**src/rtl/nvm_lock_pkg.sv**
```systemverilog
package nvm_lock_pkg;
  localparam int unsigned AGENTS = 4;
  localparam int unsigned DATA_W = 32;
  localparam int unsigned ADDR_W = 2;
  localparam logic [ADDR_W-1:0] ARB_ADDR = 2'd0;
  localparam logic [ADDR_W-1:0] ACC_ADDR = 2'd1;

  typedef struct packed {
    logic wr_en;
    logic acc_en;
  } acc_reg_t;
endpackage

```
**src/rtl/nvm_lock_req_bank.sv**
```systemverilog
module nvm_lock_req_bank #(
  parameter int unsigned N = 4
) (
  input  logic         clk_i,
  input  logic         rst_ni,
  input  logic         wr_i,
  input  logic [N-1:0] set_i,
  input  logic [N-1:0] clr_i,
  output logic [N-1:0] req_o,
  output logic [N-1:0] req_nxt_o
);
  logic [N-1:0] req_q;

  // clear dominates set
  assign req_nxt_o = wr_i ? ((req_q | set_i) & ~clr_i) : req_q;

  always_ff @(posedge clk_i or negedge rst_ni) begin
    if (!rst_ni) req_q <= '0;
    else         req_q <= req_nxt_o;
  end

  assign req_o = req_q;

  a_r2_set_takes: assert property (@(posedge clk_i) disable iff (!rst_ni)
    wr_i |=> ((req_o & $past(set_i & ~clr_i)) == $past(set_i & ~clr_i)));
  a_r2_idle_stable: assert property (@(posedge clk_i) disable iff (!rst_ni)
    !wr_i |=> $stable(req_o));
  a_r3_clear_wins: assert property (@(posedge clk_i) disable iff (!rst_ni)
    (wr_i && (clr_i != '0)) |=> ((req_o & $past(clr_i)) == '0));
endmodule

```
**src/rtl/nvm_lock_grant.sv**
```systemverilog
module nvm_lock_grant #(
  parameter int unsigned N = 4
) (
  input  logic         clk_i,
  input  logic         rst_ni,
  input  logic [N-1:0] req_i,
  input  logic [N-1:0] req_nxt_i,
  output logic [N-1:0] gnt_o
);
  logic [N-1:0] gnt_q, gnt_d, pick;
  logic         held;

  // lowest index wins
  always_comb begin
    pick = '0;
    for (int i = N - 1; i >= 0; i--) begin
      if (req_nxt_i[i]) begin
        pick    = '0;
        pick[i] = 1'b1;
      end
    end
  end

  assign held  = |(gnt_q & req_nxt_i);
  assign gnt_d = held ? gnt_q : pick;

  always_ff @(posedge clk_i or negedge rst_ni) begin
    if (!rst_ni) gnt_q <= '0;
    else         gnt_q <= gnt_d;
  end

  assign gnt_o = gnt_q;

  a_r4_onehot: assert property (@(posedge clk_i) disable iff (!rst_ni)
    $onehot0(gnt_q));
  a_r5_owner_requests: assert property (@(posedge clk_i) disable iff (!rst_ni)
    (gnt_q & ~req_i) == '0);
  a_r6_no_preempt: assert property (@(posedge clk_i) disable iff (!rst_ni)
    ((gnt_q & req_nxt_i) != '0) |=> (gnt_q == $past(gnt_q)));
  a_r7_no_idle_gap: assert property (@(posedge clk_i) disable iff (!rst_ni)
    (req_i != '0) |-> (gnt_q != '0));
endmodule

```
**src/rtl/nvm_lock_acc_ctrl.sv**
```systemverilog
module nvm_lock_acc_ctrl
  import nvm_lock_pkg::*;
(
  input  logic       clk_i,
  input  logic       rst_ni,
  input  logic       wr_i,
  input  logic [1:0] wdata_i,
  input  logic       mode_wr_en_i,
  output acc_reg_t   acc_o,
  output logic       reg_wr_allow_o,
  output logic       nvm_wr_allow_o
);
  acc_reg_t acc_q;

  always_ff @(posedge clk_i or negedge rst_ni) begin
    if (!rst_ni)   acc_q <= '0;
    else if (wr_i) acc_q <= acc_reg_t'(wdata_i);
  end

  assign acc_o          = acc_q;
  assign reg_wr_allow_o = acc_q.acc_en;
  assign nvm_wr_allow_o = mode_wr_en_i | acc_q.wr_en;

  a_r8_hold: assert property (@(posedge clk_i) disable iff (!rst_ni)
    !wr_i |=> $stable(acc_q));
  a_r10_override: assert property (@(posedge clk_i) disable iff (!rst_ni)
    (wr_i && wdata_i[1]) |=> nvm_wr_allow_o);
endmodule

```
**src/rtl/nvm_lock_arb.sv**
```systemverilog
module nvm_lock_arb
  import nvm_lock_pkg::*;
#(
  parameter int unsigned N  = AGENTS,
  parameter int unsigned DW = DATA_W,
  parameter int unsigned AW = ADDR_W
) (
  input  logic          clk_i,
  input  logic          rst_ni,
  input  logic          wr_en_i,
  input  logic [AW-1:0] addr_i,
  input  logic [DW-1:0] wdata_i,
  output logic [DW-1:0] rdata_o,
  input  logic          mode_wr_en_i,
  output logic [N-1:0]  grant_o,
  output logic          reg_wr_allow_o,
  output logic          nvm_wr_allow_o
);
  localparam int unsigned SET_LSB = 0;
  localparam int unsigned CLR_LSB = N;
  localparam int unsigned GNT_LSB = 2 * N;
  localparam int unsigned REQ_LSB = 3 * N;

  logic         wr_arb, wr_acc;
  logic [N-1:0] req, req_nxt, gnt;
  acc_reg_t     acc;
  logic         unused_wdata;

  assign wr_arb       = wr_en_i && (addr_i == AW'(ARB_ADDR));
  assign wr_acc       = wr_en_i && (addr_i == AW'(ACC_ADDR));
  assign unused_wdata = ^wdata_i[DW-1:2*N];

  nvm_lock_req_bank #(.N(N)) u_req (
    .clk_i     (clk_i),
    .rst_ni    (rst_ni),
    .wr_i      (wr_arb),
    .set_i     (wdata_i[SET_LSB +: N]),
    .clr_i     (wdata_i[CLR_LSB +: N]),
    .req_o     (req),
    .req_nxt_o (req_nxt)
  );

  nvm_lock_grant #(.N(N)) u_gnt (
    .clk_i     (clk_i),
    .rst_ni    (rst_ni),
    .req_i     (req),
    .req_nxt_i (req_nxt),
    .gnt_o     (gnt)
  );

  nvm_lock_acc_ctrl u_acc (
    .clk_i          (clk_i),
    .rst_ni         (rst_ni),
    .wr_i           (wr_acc),
    .wdata_i        (wdata_i[1:0]),
    .mode_wr_en_i   (mode_wr_en_i),
    .acc_o          (acc),
    .reg_wr_allow_o (reg_wr_allow_o),
    .nvm_wr_allow_o (nvm_wr_allow_o)
  );

  always_comb begin
    rdata_o = '0;
    if (addr_i == AW'(ARB_ADDR)) begin
      rdata_o[REQ_LSB +: N] = req;
      rdata_o[GNT_LSB +: N] = gnt;
    end else if (addr_i == AW'(ACC_ADDR)) begin
      rdata_o[1:0] = acc;
    end
  end

  assign grant_o = gnt;

  a_r9_acc_isolated: assert property (@(posedge clk_i) disable iff (!rst_ni)
    wr_arb |=> $stable(reg_wr_allow_o));
endmodule

```
**config.mk**
```make
export PLATFORM = sky130hd
export DESIGN_NAME = nvm_lock_arb
export DESIGN_NICKNAME = d
export VERILOG_FILES = /design/src/rtl/nvm_lock_pkg.sv /design/src/rtl/nvm_lock_req_bank.sv /design/src/rtl/nvm_lock_grant.sv /design/src/rtl/nvm_lock_acc_ctrl.sv /design/src/rtl/nvm_lock_arb.sv
export SDC_FILE = /design/constraint.sdc
export NUM_CORES = 1
export LEC_CHECK = 0
export BUFFER_PORTS_ARGS = -buffer_cell sky130_fd_sc_hd__clkbuf_2
export CAP_MARGIN = 20
export CORE_MARGIN = 2
export CORE_UTILIZATION = 36
export DETAILED_ROUTE_END_ITERATION = 12
export PLACE_DENSITY = 0.8
export SLEW_MARGIN = 20
export SYNTH_ARGS = -nofsm -noshare
export SYNTH_HDL_FRONTEND = slang
export SYNTH_SLANG_ARGS = --single-unit
```
**constraint.sdc**
```tcl
create_clock -name clk_i -period 1.3 [get_ports clk_i]
set_input_delay 0.13 -clock clk_i [delete_from_list [all_inputs] [get_ports clk_i]]
set_output_delay 0.13 -clock clk_i [all_outputs]
set_load 0.005 [all_outputs]
```
* Word-level counts from Yosys, hierarchy flattened
Cells that the tools add are included.
Storage, ports and cells: memories 0, input bits 38, latch bits 0, output and inout bits 38, RAM bits 0, flip-flop bits (word level) 10, memory bits (read-only) 0, word-level logic and storage cells 22
Cells by class: multiply operators 0, shifts and indexed selects 0, bitwise logic cells 5, $add $sub $neg 0, order comparisons 0, reduce and logical (&&, ||, !) cells 4, eq/ne operators 1, muxes and demuxes 8, divide/modulo/power cells 0
Operator list (number):
- 4-bit two-way mux | 5
- 4-bit bitwise AND | 2
- 8-bit two-way mux | 1
- 2-bit two-way mux | 2
- 4-bit inverter | 1
- 4-bit OR | 1
- 4-bit OR reduction | 1
- 2-bit by 1-bit equality test with 1-bit output (second input constant) | 1
- 1-bit logical AND | 2
- 2-bit zero test | 1
- 1-bit OR | 1

* Depth between registers and ports, before layout
Gate-level depths: netlist (run 1).
depth after elaboration 7, mapped depth 6, mapped depth without buffers 5

* Hierarchy
A second synthesis (run 1) with hierarchy kept.
Unflattened totals: cell total of the unflattened synthesis 72, area total of the unflattened synthesis 742.0 um^2
Modules (own cells, without submodules):
- nvm_lock_arb | times used 1, area each 287.8 um^2, cells each 37, sequential area each 0.0 um^2
- nvm_lock_grant | times used 1, area each 186.4 um^2, cells each 16, sequential area each 100.1 um^2
- nvm_lock_req_bank | times used 1, area each 181.4 um^2, cells each 13, sequential area each 100.1 um^2
- nvm_lock_acc_ctrl | times used 1, area each 86.3 um^2, cells each 6, sequential area each 50.0 um^2

* Worst setup path before layout (run 1)
Ideal clock, no wire load.
path kind register to register, start point register u_gnt.gnt_q[3] (netlist: u_gnt.gnt_o[3]), end point register u_gnt.gnt_q[1] (netlist: u_gnt.gnt_o[1]), required time 1.165 ns, stages on the path, launching flop included 5, path slack 0.187 ns, clock period less this slack 1.113 ns, library setup time 0.135 ns, data arrival time 0.978 ns, buffers on the path 0, path through dfrtp_1 -> inv_1 -> a221o_1 -> a41oi_1 -> a31oi_1
Between the ends: longest elaborated chain between the ends 2
RTL lines:
- start: declaration | line nvm_lock_grant.sv:10 | logic [N-1:0] gnt_q, gnt_d, pick;
- start signal: assignment | line nvm_lock_grant.sv:29 | else gnt_q <= gnt_d;
- 4-bit bitwise AND | line nvm_lock_grant.sv:24 | assign held = |(gnt_q & req_nxt_i);
- 4-bit OR reduction | line nvm_lock_grant.sv:24
No other way between the ends. A chain may end at the register's enable or synchronous reset.

* Final worst setup path (run 1)
start point register u_gnt.gnt_q[3] (netlist: u_gnt.gnt_o[3]), end point register u_gnt.gnt_q[3] (netlist: u_gnt.gnt_o[3])
Same word-level chain as after synthesis.

==> flow_metrics.env, run 1 <==
export IMPL_synth_area_leader_cell="dfrtp_1"
export IMPL_post_route_period_util_pct=92.44
export IMPL_antenna_left=0
export IMPL_clk_pin_slew_ns=0.07
export IMPL_synth_seq_cells=10
export IMPL_clk_path_buf_depth=2
export IMPL_antenna_found_initial=0
export IMPL_crit_path_start_kind="flip-flop"
export IMPL_die_y_um=50.61
export IMPL_synth_area_leaders="dfrtp_1 32%, buf_4 22%, and2_1 6.4%"
export IMPL_ys_types=28
export IMPL_p_leak_nw=0.4905
export IMPL_pre_cts_ws_ns=-0.01093
export IMPL_dpl_hpwl_um=1322
export IMPL_die_area_um2=2561
export IMPL_drt_wl_total_um=1631
export IMPL_syn_area_per_cell_um2=9.422
export IMPL_first_pass_iters=4
export IMPL_critPathRequiredTime_ns=1.49
export IMPL_via_per_inst=4.643
export IMPL_ys_flop_type="dfrtp_1"
export IMPL_layout_setup_ws_ns=0.09824
export IMPL_rows=16
export IMPL_grt_overflow=0
export IMPL_drc=0
export IMPL_cap_violations=0
export IMPL_hold_viol_final=0
export IMPL_port_buffers=29
export IMPL_layout_nets=156
export IMPL_utilization_pct=45.69
export IMPL_hold_ws_ns=0.1012
export IMPL_outcome="completed"
export IMPL_die_w_um=50.61
export IMPL_synth_edff_count=0
export IMPL_skew_ns=0.004442
export IMPL_rsz0062_at_grt="no"
export IMPL_clkLatencyLatePin_ns=0.27
export IMPL_vias=664
export IMPL_drt_initial_drc_count=12
export IMPL_cts_tree="done"
export IMPL_ios=76
export IMPL_routedWlPerCell_um=11.41
export IMPL_synth_top_area_share_pct=32.00
export IMPL_htree_num_levels=1
export IMPL_initial_core_util_pct=39.06
export IMPL_setup_violations=0
export IMPL_hold_buffers=1
export IMPL_diodes=0
export IMPL_ys_seq_area_share_pct=32.00
export IMPL_grt_first_pass_wirelength_um=2656
export IMPL_drv_slew=0
export IMPL_path_max_fanout=5
export IMPL_place_gp_congestion=0.8675
export IMPL_numCtsBuffers=3
export IMPL_placedCellCount=139
export IMPL_netlist_area_um2=782.0
export IMPL_power_density_nw_per_um2=1290
export IMPL_endpoint_kind="flip-flop"
export IMPL_drive_gt1_share_pct=36.21
export IMPL_grt_start_max_net_pins=11
export IMPL_numClockSinks=10
export IMPL_crit_arrival_ns=1.39
export IMPL_grt_total_usage_pct=13.93
export IMPL_coreArea_um2=2002
export IMPL_power_mw=1.180
export IMPL_synthCells=83
export IMPL_postCtsSetupRepairBufs=0
export IMPL_ys_warnings_count=0
export IMPL_async_reset_ff_share_pct=100.0
export IMPL_grt_pass1_vias=616
export IMPL_crit_type="flip-flop to flip-flop"
export IMPL_ir_drop_uv=702.7
export IMPL_fmax_mhz=832.1
export IMPL_cts_root_buf="clkbuf_4"
export IMPL_fin_cells=143
export IMPL_worstHoldPathType="input pin to flip-flop"
export IMPL_cts_resized=0
export IMPL_min_period_ns=1.202
export IMPL_syn_to_final_growth_pct=16.96
## synth_stat cells, drive strengths merged, types with 2 or more instances
library cell / n
buf: 23
dfrtp: 10
a41oi: 2
o221ai: 3
and2: 8
nor2: 4
mux2i: 2
o22ai: 3
and4bb: 3
nand2: 4
mux2: 2
inv: 6
or2: 2
## worst max-delay path: stages, from the launching register on
cell and delay [ns]:
dfrtp_1 0.39, inv_1 0.07, a221o_1 0.33, and4_1 0.19, a21oi_1 0.15
## cell families after synthesis
family / Yosys count / share of synthesized area (%)
flip-flops: 10 / 32.00
buffers and inverters: 29 / 24.96
multiplexers: 4 / 5.440
AO/OA/AOI/OAI: 12 / 14.08
other: 1 / 0.4795
AND/OR/NAND/NOR: 27 / 23.04
## report_power, final
part	leakage [nW]	total (mW)	switching [mW]	internal, mW
logic	0.355	0.473	0.238	0.236
clock network	0.0138	0.220	0.112	0.107
registers	0.122	0.487	0.0815	0.405
## area by class of cell
| type | instances | area (um2) |
|---|---|---|
| sequential | 10 | 250.2 |
| multi-input combinational | 65 | 415.4 |
| inverter | 6 | 22.52 |
| fill | 207 | 1087 |
| timing repair buffer | 32 | 170.2 |
| tap | 27 | 33.78 |
| clock buffer | 3 | 22.52 |
## cells in the final DEF, fill, tap and decap left out, drive strengths merged
cell / Yosys / routed
a41oi: 2 / 2
a221o: 1 / 1
o22ai: 3 / 3
buf: 23 / 2
nand4bb: 1 / 1
mux2i: 2 / 2
inv: 6 / 6
nand2: 4 / 4
or2: 2 / 2
nor2: 4 / 4
and2: 8 / 8
nand4: 1 / 1
and4: 1 / 1
nor3b: 1 / 1
nor2b: 1 / 1
a31oi: 1 / 1
and4bb: 3 / 3
nand3: 1 / 1
a22oi: 1 / 1
dfrtp: 10 / 10
a21oi: 1 / 1
o221ai: 3 / 3
dlygate4sd3: 0 / 1
clkbuf: 0 / 32
conb: 1 / 22
mux2: 2 / 2
## worst paths after layout
path                            slack [ns]             end  depth (start not counted)           start
min in group asynchronous             0.26  u_req.req_o[3]                          2          rst_ni
worst min-delay path                  0.10  u_acc.acc_o[1]                          2      wdata_i[1]
worst max-delay path                   0.1  u_gnt.gnt_o[3]                          4  u_gnt.gnt_o[3]
max in group asynchronous             0.82  u_req.req_o[1]                          2          rst_ni
worst min register to register        0.51  u_gnt.gnt_o[3]                          1  u_gnt.gnt_o[3]
worst max register to register         0.1  u_gnt.gnt_o[3]                          4  u_gnt.gnt_o[3]
## registers in the layout (all words and copies together) (netlist names)
name / count
u_req.req_o: 4
u_gnt.gnt_o: 4
u_acc.acc_o: 1
u_acc.reg_wr_allow_o: 1
## through the flow
stage               setup TNS (ns)  cell area [um2]
global route                     0            914.6
CTS                              0            914.6
detailed placement        -0.02984            882.1
floorplan                        0            860.8
finish                           0            914.6
global placement          -0.02108            882.1
## metal layers
layer	share of wire [%]	track usage (%)	vias to the layer above
met3	11	2.976	5
met5	0	0	-
met1	41	16.15	298
met2	45	23.46	48
met4	2.6	8.108	0
li1	-	-	313
No activity file was read; power rests on OpenSTA's default activity.
==> run 2, diff against run 1 <==
Settings changed: MAX_ROUTING_LAYER set to met4.
Clock period 1.3 ns to 1.2 ns, I/O delays scaled along.
==> flow_metrics.env, run 2 (same netlist as run 1, synthesis figures left out) <==
export IMPL_outcome="completed"
export IMPL_dpl_hpwl_um=1339
export IMPL_cts_tree="done"
export IMPL_rsz0062_at_grt="no"
export IMPL_ios=76
export IMPL_via_per_inst=4.580
export IMPL_seqPwrFrac_pct=38.5
export IMPL_routedWlPerCell_um=10.89
export IMPL_antenna_left=0
export IMPL_grt_pass1_vias=597
export IMPL_crit_arrival_ns=1.31
export IMPL_power_mw=1.362
export IMPL_utilization_pct=49.19
export IMPL_coreArea_um2=2002
export IMPL_fin_cells=150
export IMPL_numClockSinks=10
export IMPL_clockPowerShare_pct=17.3
export IMPL_drt_wl_total_um=1634
export IMPL_placedCellCount=145
export IMPL_syn_to_final_growth_pct=25.92
export IMPL_worstHoldPathType="input pin to flip-flop"
export IMPL_path_delay_family="compound AO/OA/AOI/OAI gates"
export IMPL_holdPathStages=2
export IMPL_critPathBufInv=2
export IMPL_drc=0
export IMPL_grt_start_max_net_pins=11
export IMPL_r2r_slack_ns=0.04
export IMPL_port_buffers=29
export IMPL_first_pass_iters=4
export IMPL_min_period_ns=1.158
export IMPL_p_leak_nw=0.5284
export IMPL_whs_endpoint="u_acc.reg_wr_allow_o"
export IMPL_r2r_start="u_req.req_o[3]"
export IMPL_layout_nets=163
export IMPL_power_density_nw_per_um2=1383
export IMPL_die_w_um=50.61
export IMPL_grt_total_usage_pct=13.91
export IMPL_diodes=0
export IMPL_clk_path_buf_depth=2
export IMPL_antenna_found_initial=0
export IMPL_clk_pin_slew_ns=0.07
export IMPL_grt_first_pass_wirelength_um=2546
export IMPL_switchingPower_mw=0.4827
export IMPL_fmax_mhz=863.6
export IMPL_rows=16
export IMPL_skew_ns=0.004282
export IMPL_die_area_um2=2561
export IMPL_numCtsBuffers=3
export IMPL_switching_share_pct=35.45
export IMPL_min_delay_start="wdata_i[0]"
export IMPL_crit_path_start_kind="flip-flop"
export IMPL_crit_path_max_incr_delay_ns=0.36
export IMPL_htree_num_levels=1
export IMPL_hold_viol_final=0
export IMPL_cts_root_buf="clkbuf_4"
export IMPL_clkLatencyLatePin_ns=0.27
export IMPL_path_cells="inv_1, a221o_1, buf_4, nand4_1, mux2i_1"
export IMPL_cp_slowest_cell="a221o_1"
export IMPL_timing_setup_tns_ns=0
export IMPL_path_max_fanout=5
export IMPL_final_common_cell="clkbuf_2"
export IMPL_endpoint_kind="flip-flop"
export IMPL_initial_core_util_pct=39.06
export IMPL_intPower_mw=0.8791
export IMPL_drv_slew=0
export IMPL_critPathRequiredTime_ns=1.35
export IMPL_place_gp_congestion=0.8609
export IMPL_grt_overflow=0
export IMPL_drive_gt1_share_pct=41.46
export IMPL_timing_rr_end="u_gnt.gnt_o[2]"
export IMPL_die_y_um=50.61
export IMPL_setup_violations=0
export IMPL_cap_violations=0
export IMPL_drt_initial_drc_count=12
export IMPL_ir_drop_uv=1005
export IMPL_post_route_period_util_pct=96.50
export IMPL_crit_type="flip-flop to flip-flop"
export IMPL_p_comb_share_pct=44.2
export IMPL_layout_common_cells="28 x clkbuf_2, 22 x conb_1, 10 x dfrtp_1, 9 x buf_4, 8 x and2_1"
export IMPL_worstRegToRegCells=5
export IMPL_vias=687
[run 2: changes by cell type in the layout (fill, tap and decap cells not counted)]
cell and delta:
buf_4 +7, or2_4 +2, buf_6 +1, clkbuf_2 -1, o221ai_1 -1, o221ai_2 +1
or2_1 -1, or2_2 -1
[run 2: repair_timing]
item                                    4_1_cts  5_1_grt
gates resized for setup                       0        4
hold endpoints to repair                     10        0
endpoints found under the setup margin        0        7
hold buffers                                  1        0
buffers inserted                              0        1
[run 2: how the worst max path moves through the flow]
| stage | from | endpoint | slack (ns) | cells after the start |
|---|---|---|---|---|
| 2_1_floorplan | u_gnt.gnt_o[3] | u_gnt.gnt_o[1] | 0.09 | 4 |
| 3_3_place_gp | addr_i[0] | u_gnt.gnt_o[2] | -0.10 | 5 |
| 3_5_place_dp | addr_i[0] | u_gnt.gnt_o[2] | -0.14 | 5 |
| 4_1_cts | u_req.req_o[3] | u_gnt.gnt_o[3] | 0.009 | 4 |
| 5_1_grt | u_req.req_o[3] | u_gnt.gnt_o[1] | 0.004 | 4 |
| 6_report | u_req.req_o[3] | u_gnt.gnt_o[2] | 0.04 | 5 |
[run 2: stage by stage]
stage	hold slack [ns]	setup WS, ns	cell area, um2
6_report	0.09480	0.04200	984.7
2_1_floorplan	-0.1756	0.08695	860.8
3_5_place_dp	0.006072	-0.1353	927.1
4_1_cts	0.08908	0.009256	959.7
3_3_place_gp	-0.003035	-0.1019	927.1
5_1_grt	0.09200	0.004154	984.7
[run 2: cell type report]
| class | count | area, um2 |
|---|---|---|
| fill | 196 | 1017 |
| sequential | 10 | 250.2 |
| tap | 27 | 33.78 |
| inverter | 6 | 22.52 |
| multi-input combinational | 65 | 426.7 |
| timing repair buffer | 39 | 229.0 |
| clock buffer | 3 | 22.52 |
[run 2: routing by layer]
metal  track usage, %  wire length, um
met1            17.22              690
met2            21.27              768
met3            2.381              144
met4            8.108               31
met5                -                0
[run 2: power by group through the flow]
| stage | combinational (mW) | sequential [mW] | clock (mW) |
|---|---|---|---|
| finish | 0.602 | 0.525 | 0.235 |
| global route | 0.667 | 0.536 | 0.253 |
| CTS | 0.577 | 0.523 | 0.238 |
| detailed placement | 0.571 | 0.528 | 0 |
| global placement | 0.557 | 0.522 | 0 |
| floorplan | 0.363 | 0.526 | 0 |
==> run 3, diff against run 2 <==
Settings changed: BUFFER_PORTS_ARGS -buffer_cell sky130_fd_sc_hd__clkbuf_2 to not set, CORE_UTILIZATION 36 to 60, DONT_BUFFER_PORTS set to 1, PLACE_DENSITY 0.8 to 0.76.
==> flow_metrics.env, run 3 (same netlist as run 1, synthesis figures left out) <==
export IMPL_worstRegToRegCells=4
export IMPL_drt_wl_total_um=1554
export IMPL_skew_ns=0.005941
export IMPL_routedWlPerCell_um=14.66
export IMPL_placedCellCount=99
export IMPL_postCtsSetupRepairBufs=0
export IMPL_post_route_period_util_pct=98.13
export IMPL_register_area_um2=250.2
export IMPL_die_y_um=40.10
export IMPL_endpoint_kind="flip-flop"
export IMPL_die_w_um=40.10
export IMPL_holdPathStages=2
export IMPL_clk_path_buf_depth=2
export IMPL_cts_tree="done"
export IMPL_crit_path_start_kind="flip-flop"
export IMPL_fmax_mhz=849.2
export IMPL_path_max_fanout=5
export IMPL_min_delay_start="wr_en_i"
export IMPL_dpl_hpwl_um=1122
export IMPL_via_per_inst=5.340
export IMPL_rows=13
export IMPL_layout_setup_ws_ns=0.02246
export IMPL_grt_start_max_net_pins=11
export IMPL_crit_arrival_ns=1.36
export IMPL_final_common_cell="conb_1"
export IMPL_numClockSinks=10
export IMPL_worstHoldPathType="input pin to flip-flop"
export IMPL_drive_gt1_share_pct=17.58
export IMPL_coreArea_um2=1252
export IMPL_first_pass_iters=4
export IMPL_setup_violations=0
export IMPL_vias=566
export IMPL_cts_root_buf="clkbuf_4"
export IMPL_cp_startpoint="u_req.req_o[3]"
export IMPL_hold_viol_final=0
export IMPL_die_area_um2=1608
export IMPL_antenna_found_initial=0
export IMPL_num_fill_cells=103
export IMPL_min_period_ns=1.178
export IMPL_ios=76
export IMPL_outcome="completed"
export IMPL_grt_pass1_vias=505
export IMPL_syn_to_final_growth_pct=3.680
export IMPL_grt_total_usage_pct=23.53
export IMPL_place_gp_congestion=0.8302
export IMPL_layout_nets=131
export IMPL_drv_slew=0
export IMPL_rsz0062_at_grt="yes"
export IMPL_grt_overflow=0
export IMPL_diodes=0
export IMPL_hold_ws_ns=0.1045
export IMPL_cap_violations=0
export IMPL_antenna_left=0
export IMPL_multiInputGateArea_um2=434.2
export IMPL_numCtsBuffers=3
export IMPL_pre_cts_ws_ns=0.01270
export IMPL_layout_common_cells="22 x conb_1, 10 x dfrtp_1, 8 x and2_1"
export IMPL_grt_first_pass_wirelength_um=2304
export IMPL_initial_core_util_pct=62.44
export IMPL_clk_pin_slew_ns=0.07
export IMPL_crit_type="flip-flop to flip-flop"
export IMPL_fin_cells=106
export IMPL_critPathRequiredTime_ns=1.39
export IMPL_ir_drop_uv=785.6
export IMPL_drt_initial_drc_count=11
export IMPL_power_density_nw_per_um2=1519
export IMPL_clkLatencyLatePin_ns=0.27
export IMPL_p_leak_nw=0.3839
export IMPL_r2r_start="u_req.req_o[3]"
export IMPL_htree_num_levels=1
export IMPL_drc=0
export IMPL_port_buffers=0
==> run 3: cell types whose count changed in the layout (fill, tap and decap cells not counted), moves of 2 or more <==
cell | before | now
or2_4 | 2 | 0
buf_4 | 9 | 3
clkbuf_2 | 28 | 0
o221ai_2 | 2 | 0
dlygate4sd3_1 | 1 | 4
==> run 3: power breakdown <==
part / switching (mW) / internal, mW / total (mW)
Sequential: 0.0948 / 0.439 / 0.534
Combinational: 0.240 / 0.228 / 0.469
Clock: 0.113 / 0.116 / 0.229
==> run 3: timing repair <==
action / 4_1_cts / 5_1_grt
hold buffers: 4 / 0
gates resized for setup: 0 / 3
cloned: 0 / 0
setup endpoints to repair: 1 / 1
hold endpoints to repair: 13 / 0
pin swaps: 1 / 1
==> run 3: final cells by class <==
cell class | count | share of cell area, %
clock buffers | 3 | 2.778
well taps | 15 | 2.315
multi-input cells | 65 | 53.55
repair buffers | 7 | 7.716
flip-flops and latches | 10 | 30.86
inverters | 6 | 2.778
==> run 3: critical path, stage by stage, from the launching register on <==
cell	delay [ns]
dfrtp_1	0.35
inv_2	0.05
a221o_1	0.36
and4_1	0.20
mux2i_1	0.13
==> run 3: worst paths after layout <==
| check | end | slack (ns) |
|---|---|---|
| max | u_gnt.gnt_o[2] | 0.02 |
| min | u_acc.acc_o[1] | 0.10 |
| max reg2reg | u_gnt.gnt_o[2] | 0.02 |
| min reg2reg | u_acc.acc_o[1] | 0.53 |
| max in group asynchronous | u_req.req_o[0] | 0.62 |
| min in group asynchronous | u_req.req_o[3] | 0.24 |
==> run 3: metrics by stage <==
step	setup TNS (ns)	power (mW)	util (%)	area, um2
global placement	0	0.9412	58.24	729.5
detailed placement	0	0.9552	58.24	729.5
finish	0	1.231	64.74	810.8
global route	-0.02615	1.321	64.74	810.8
floorplan	0	0.8886	-	860.8
CTS	0	1.205	63.24	792.0
==> run 3: routing by layer <==
layer  vias up  track usage (%)  wire length (um)
li1        266                -                 -
met1       258            26.64               582
met2        39            38.71               813
met3         3            6.111               135
met4         0            10.34                23
met5         -                -                 0
